[src/rtl/ring_fair_mac.sv]
module ring_fair_mac #(
  parameter int ADDR_W = 4,
  parameter int WINDOW = 3
) (
  input  logic              clk,
  input  logic              rst_n,
  input  logic [ADDR_W-1:0] node_id,
  input  logic              in_busy,
  input  logic [ADDR_W-1:0] in_addr,
  input  logic              q_nempty,
  input  logic              reset_in,
  output logic              out_busy,
  output logic [ADDR_W-1:0] out_addr,
  output logic              tx_strobe,
  output logic              reset_out,
  output logic              active
);
  localparam int QW = $clog2(WINDOW + 1);
  localparam logic [QW-1:0] QFULL = QW'(WINDOW);

  logic [QW-1:0] quota;
  logic          pending;

  wire           fwd    = reset_in && !pending;
  wire           absorb = reset_in && pending;
  wire [QW-1:0]  q_eff  = fwd ? QFULL : quota;
  wire           launch = !active && !reset_in && !pending && (in_addr == node_id);

  assign active    = (q_eff != '0) && q_nempty;
  assign tx_strobe = active && !in_busy;
  assign out_busy  = in_busy || tx_strobe;
  assign out_addr  = active ? node_id : in_addr;
  assign reset_out = fwd || launch;

  always_ff @(posedge clk) begin
    if (!rst_n) begin
      quota   <= QFULL;
      pending <= 1'b0;
    end else begin
      if (launch)          quota <= QFULL;
      else if (tx_strobe)  quota <= q_eff - 1'b1;
      else                 quota <= q_eff;
      if (launch)          pending <= 1'b1;
      else if (absorb)     pending <= 1'b0;
    end
  end

  logic [QW:0] sent;
  always_ff @(posedge clk) begin
    if (!rst_n)                sent <= '0;
    else if (reset_out)        sent <= (QW+1)'(tx_strobe);
    else if (tx_strobe)        sent <= sent + 1'b1;
  end

  a_r2_tx_into_free: assert property (@(posedge clk) disable iff (!rst_n)
    tx_strobe |-> (!in_busy && out_busy && q_nempty));
  a_r3_mark_own: assert property (@(posedge clk) disable iff (!rst_n)
    active |-> out_addr == node_id);
  a_r4_pass_through: assert property (@(posedge clk) disable iff (!rst_n)
    !active |-> (out_addr == in_addr && out_busy == in_busy));
  a_r5_window_bound: assert property (@(posedge clk) disable iff (!rst_n)
    sent <= (QW+1)'(WINDOW));
  a_r6_single_launch: assert property (@(posedge clk) disable iff (!rst_n)
    (reset_out && !reset_in) |=> !(reset_out && !reset_in));
  a_r8_absorb_own: assert property (@(posedge clk) disable iff (!rst_n)
    (reset_out && !reset_in) |=> (reset_in |-> !reset_out));
endmodule

[config.mk]
export PLATFORM = sky130hd
export DESIGN_NAME = ring_fair_mac
export DESIGN_NICKNAME = d
export VERILOG_FILES = /design/src/rtl/ring_fair_mac.sv
export SDC_FILE = /design/constraint.sdc
export NUM_CORES = 1
export LEC_CHECK = 0
export BUFFER_PORTS_ARGS = -buffer_cell sky130_fd_sc_hd__buf_2
export CELL_PAD_IN_SITES_DETAIL_PLACEMENT = 2
export CELL_PAD_IN_SITES_GLOBAL_PLACEMENT = 2
export CORE_MARGIN = 4
export CORE_UTILIZATION = 19
export DETAILED_ROUTE_END_ITERATION = 7
export PLACE_DENSITY = 0.72
export SLEW_MARGIN = 20
export SYNTH_ARGS = -nofsm -noshare
export SYNTH_HDL_FRONTEND = slang
export SYNTH_SLANG_ARGS = --single-unit
[constraint.sdc]
create_clock -name clk -period 4.8 [get_ports clk]
set_clock_uncertainty 0.05 [all_clocks]
set_input_delay 0.24 -clock clk [delete_from_list [all_inputs] [get_ports clk]]
set_output_delay 0.24 -clock clk [all_outputs]
set_load 0.05 [all_outputs]
**Word-level counts from Yosys, hierarchy flattened**

Cells that the tools add are included.

- Add/subtract/negate cells: 1
- Eq/ne operators: 1
- Multiplexer cells: 5
- Bitwise gates (word level): 1
- Reduce and logical (&&, ||, !) cells: 16

Operators by type and width:

| cell | count |
|---|---|
| 1-bit logical AND | 7 |
| 4-bit == test | 1 |
| 1-bit zero test | 4 |
| 2-bit 2-to-1 mux | 2 |
| 4-bit 2-to-1 mux | 1 |
| 2-bit nonzero test | 2 |
| 1-bit logical OR | 2 |
| 1-bit 2-to-1 mux | 2 |
| 2-bit OR reduction | 1 |
| 2-bit by 1-bit subtractor with 2-bit output, second input constant | 1 |
| 1-bit inverter | 1 |

- Register bits after elaboration: 3
- Output and inout port bits: 8
- Word-level logic and storage cells: 26

**Longest topological paths before layout**

- Depth after elaboration: 10
- Depth in mapped cells: 8
- Depth with buffers taken out: 8

**Worst setup path after synthesis**

OpenSTA, ideal clock, no wires.

- Path kind: register to output
- Start point: reg pending
- End point: out out_addr[3]
- Arrival: 2.155 ns
- Path slack: 2.355 ns
- Stages on the path, launching flop included: 7
- Cells stage by stage: dfxtp_1 nor2b_1 nor2_1 ha_1 nand2b_4 inv_2 o21ai_0

- Longest elaborated chain between the ends: 6

RTL lines:

| item | line | text |
|---|---|---|
| from (decl) | 22 | `logic pending;` |
| from (signal assigned) | 38 | `pending <= 1'b0;` |
| from (signal assigned) | 43 | `if (launch) pending <= 1'b1;` |
| from (signal assigned) | 44 | `else if (absorb) pending <= 1'b0;` |
| 1-bit zero test | 24 | `wire fwd = reset_in && !pending;` |
| 1-bit logical AND | 24 |  |
| 2-bit 2-to-1 mux | 26 | `wire [QW-1:0] q_eff = fwd ? QFULL : quota;` |
| 2-bit nonzero test | 29 | `assign active = (q_eff != '0) && q_nempty;` |
| 1-bit logical AND | 29 |  |
| net active | 16 | `output logic active` |
| 4-bit 2-to-1 mux | 32 | `assign out_addr = active ? node_id : in_addr;` |
| to (decl) | 13 | `output logic [ADDR_W-1:0] out_addr,` |

The timed path passes the listed nets, and every way through them passes these cells.

**Worst setup path after layout**

- Start point: reg pending
- End point: out reset_out

- Longest elaborated chain between the ends: 10

RTL lines:

| item | line | text |
|---|---|---|
| 1-bit zero test (*) | 24, 27 |  |
| 1-bit logical AND | 24 |  |
| 2-bit 2-to-1 mux | 26 |  |
| 2-bit nonzero test | 29 |  |
| 1-bit logical AND | 29 |  |
| 1-bit zero test | 27 | `wire launch = !active && !reset_in && !pending && (in_addr == node_id);` |
| 1-bit logical AND (3 in a row) | 27 |  |
| 1-bit logical OR (*) | 33 | `assign reset_out = fwd \|\| launch;` |
| to (decl) | 15 | `output logic reset_out,` |

Mark *: on every way between the ends. The rest lies on a longest branch, timed or not.

==> metrics.md <==
| Metric | Value |
|---|---|
| Max_cap viols | `0` |
| WL per Instance | `10.6 um` |
| Synth Instances | `39` |
| Port buffer count | `20` |
| Setup_tns | `0 ns` |
| Ys flop type | `dfxtp_1` |
| Setup crit end kind | `output pin` |
| Initial DRT Pass Iterations | `4` |
| Setup CP Type | `register to output pin` |
| Via density | `4.47` |
| Die X | `47.8 um` |
| Seq/Total Area, Yosys | `20.0%` |
| Die area | `2280 sq um` |
| Antenna-violating nets left | `0` |
| TritonCTS buffer count | `3` |
| Area of the multi-input gates | `221 sq um` |
| Synth Register Bits | `3` |
| Nets | `78` |
| Yosys warns | `0` |
| Number of flops mapped to enable cells by yosys | `0` |
| RSZ-0062 raised after global routing | `false` |
| CP Data Required Time | `4.51 ns` |
| Overflow after GRT | `0` |
| Layout cells sized above 1 | `47.6%` |
| Fin. max-slew vios | `0` |
| Leakage Power | `0.229 nW` |
| Post-route worst setup slack | `2.46 ns` |
| I/O pin cnt | `21` |
| Post-CTS sizing | `0` |
| CP Cell Sequence | `nor2b_1 > nor2_1 > ha_1 > nand2b_4 > inv_2 > nor4_4 > nand3_2 > o21ai_1 > buf_2` |
| Critical-path top delay cell | `dfxtp_1` |
| R2R depth | `8` |
| Period utilisation layout | `48.8%` |
| PD cells | `250 nW/um^2` |
| Fin. Hold Viols | `0` |
| R2r setup slk | `3.10 ns` |
| Synth cell count leaders | `nand2_1, inv_1, nor2b_1, dfxtp_1, o21ai_0` |
| Startpoint Class | `register` |
| Dpl ws | `2.60 ns` |
| Maximum vdd drop | `110 uV` |
| Tmin final | `2.34 ns` |
| R2R Path End | `pending` |
| CTS Sinks | `3` |
| Worst reg2reg path startpoint | `pending` |
| Global-route wire length before repair | `1320 um` |
| Post-DP HPWL | `758 um` |
| CTS root buf | `clkbuf_4` |
| Endpoints failing setup | `0` |
| Initial core utilization | `19.9%` |
| CTS clk-pin slew, worst paths | `0.04 ns` |
| Total Power | `0.112 mW` |
| Synth Net Count | `53` |
| Delay of the slowest critical-path stage | `0.37 ns` |
| Setup bufs post-CTS | `0` |
| Crit-path max FO | `8` |
| Fmax | `427 MHz` |
| Min-delay src | `rst_n` |
| Initial antenna violation count | `0` |
| Avg Cell Area, Syn | `7.70 sq um` |
| Worst hold path class | `input port to register` |
| Register Area | `60.1 sq um` |
| Via count | `353` |
| Ys async rst share | `0%` |
| Top post-synthesis cells by area | `dfxtp_1, nand2_1, nor2b_1, nor4_4, xor2_1` |
| Initial DRC count | `2` |
| Synth top area share | `20.0%` |
| Slew headroom | `78.8%` |
| Row cnt | `14` |
| Yosys top cell by area | `dfxtp_1` |
| Top-count cell post-synth | `nand2_1` |
| Vias in the first global route | `374` |
| H-tree depth | `1` |
| Hold Crit Depth | `2` |
| Final antenna diode count | `0` |
| Hold buffers post-CTS | `0` |
| Core area | `1510 sq um` |
| Synthesized area | `300 sq um` |
| Fill cells | `194` |
| Height of the die | `47.8 um` |
| Total track usage | `8.24%` |
| Actual slew at the worst max-slew pin | `0.317 ns` |
| Skew-Pair Late Insertion Delay | `0.23 ns` |
| Yosys cell types | `20` |
| Fin cells | `79` |
| Area added between synthesis and finish | `48.7%` |
| Routability-driven placement congestion ratio | `0.702` |
| Status | `finished clean` |
| Worst Path Arrival | `2.05 ns` |
| Residual DRC count | `0` |
| Hold EP | `quota[1]` |
| Wirelength, routed | `836 um` |
| Pin count of the biggest net entering global routing | `9` |
| CTS tree | `yes` |
| DP Cell Count | `75` |
| Clk buf depth | `2` |
| Final core occ | `29.7%` |
per-stage QoR:
step / area (sq um) / hold slack, ns
2_1_floorplan: 300 / 0.262
3_3_place_gp: 420 / 0.410
3_5_place_dp: 420 / 0.406
4_1_cts: 447 / 0.167
5_1_grt: 447 / 0.179
6_report: 447 / 0.173
flip-flops by register name (all words and copies together), names as in the netlist:
| register | cells |
|---|---|
| pending | 1 |
| quota | 2 |
placed cells by master (no fill, tap or decap):
master	synthesis	layout
nor2b_1	4	4
clkbuf_4	0	3
a2111oi_2	1	1
o21ai_1	1	1
nand2b_4	1	1
nor2_2	1	1
a22oi_1	1	1
buf_2	0	20
nand3_2	1	1
o21ai_0	3	3
xor2_1	2	2
inv_2	1	1
a21boi_2	1	1
nand2_1	7	7
inv_1	4	4
ha_1	1	1
clkbuf_1	0	1
dfxtp_1	3	3
nor2_1	2	2
nand2b_1	1	1
nor4_4	1	1
mux2_1	1	1
nand3_1	2	2
metal layers:
metal / share of wire [%] / up-vias / global-route usage [%] / routed length (um)
li1: - / 176 / - / -
met1: 34 / 165 / 7.52 / 287
met2: 56 / 12 / 16.1 / 472
met3: 9.0 / 0 / 1.88 / 75
met4: 0 / 0 / 4.84 / 0
met5: 0 / - / 0 / 0
power breakdown:
part	leakage (nW)	switching (mW)	internal (mW)	total (mW)
clock	0.0150	0.0118	0.0311	0.0429
combinational	0.189	0.0295	0.0130	0.0425
sequential	0.0244	0.000303	0.0259	0.0262
total	0.229	0.0416	0.0699	0.112
worst max-delay path by stage:
| stage | start | to | slack [ns] | depth (start not counted) |
|---|---|---|---|---|
| 2_1_floorplan | pending | out_addr[3] | 2.36 | 6 |
| 5_1_grt | pending | reset_out | 2.28 | 9 |
| 3_5_place_dp | reset_in | reset_out | 2.60 | 10 |
| 6_report | pending | reset_out | 2.46 | 9 |
| 4_1_cts | pending | reset_out | 2.39 | 9 |
| 3_3_place_gp | reset_in | reset_out | 2.62 | 10 |
logic make-up after synthesis:
family	Yosys count	share of synthesized area, %
flops	3	20.0
compound gates	7	17.9
xor+xnor	2	5.83
buf+inv	5	6.25
mux	1	3.75
simple gates	20	42.1
fa+ha+maj	1	4.17
worst max-delay path, delay by kind of cell, from the launching register on:
kind,cells,cell delay (ns)
fa+ha+maj,1,0.17
flops,1,0.37
compound gates,1,0.10
buf+inv,2,0.35
simple gates,5,0.83
final cells by class:
type,count,share of cell area [%]
Timing Repair Buffer,20,22.4
Multi-Input combinational cell,31,49.6
Inverter,5,4.20
Tap cell,16,4.48
Clock buffer,4,5.88
Sequential cell,3,13.4
No activity file was read; power rests on OpenSTA's default activity.
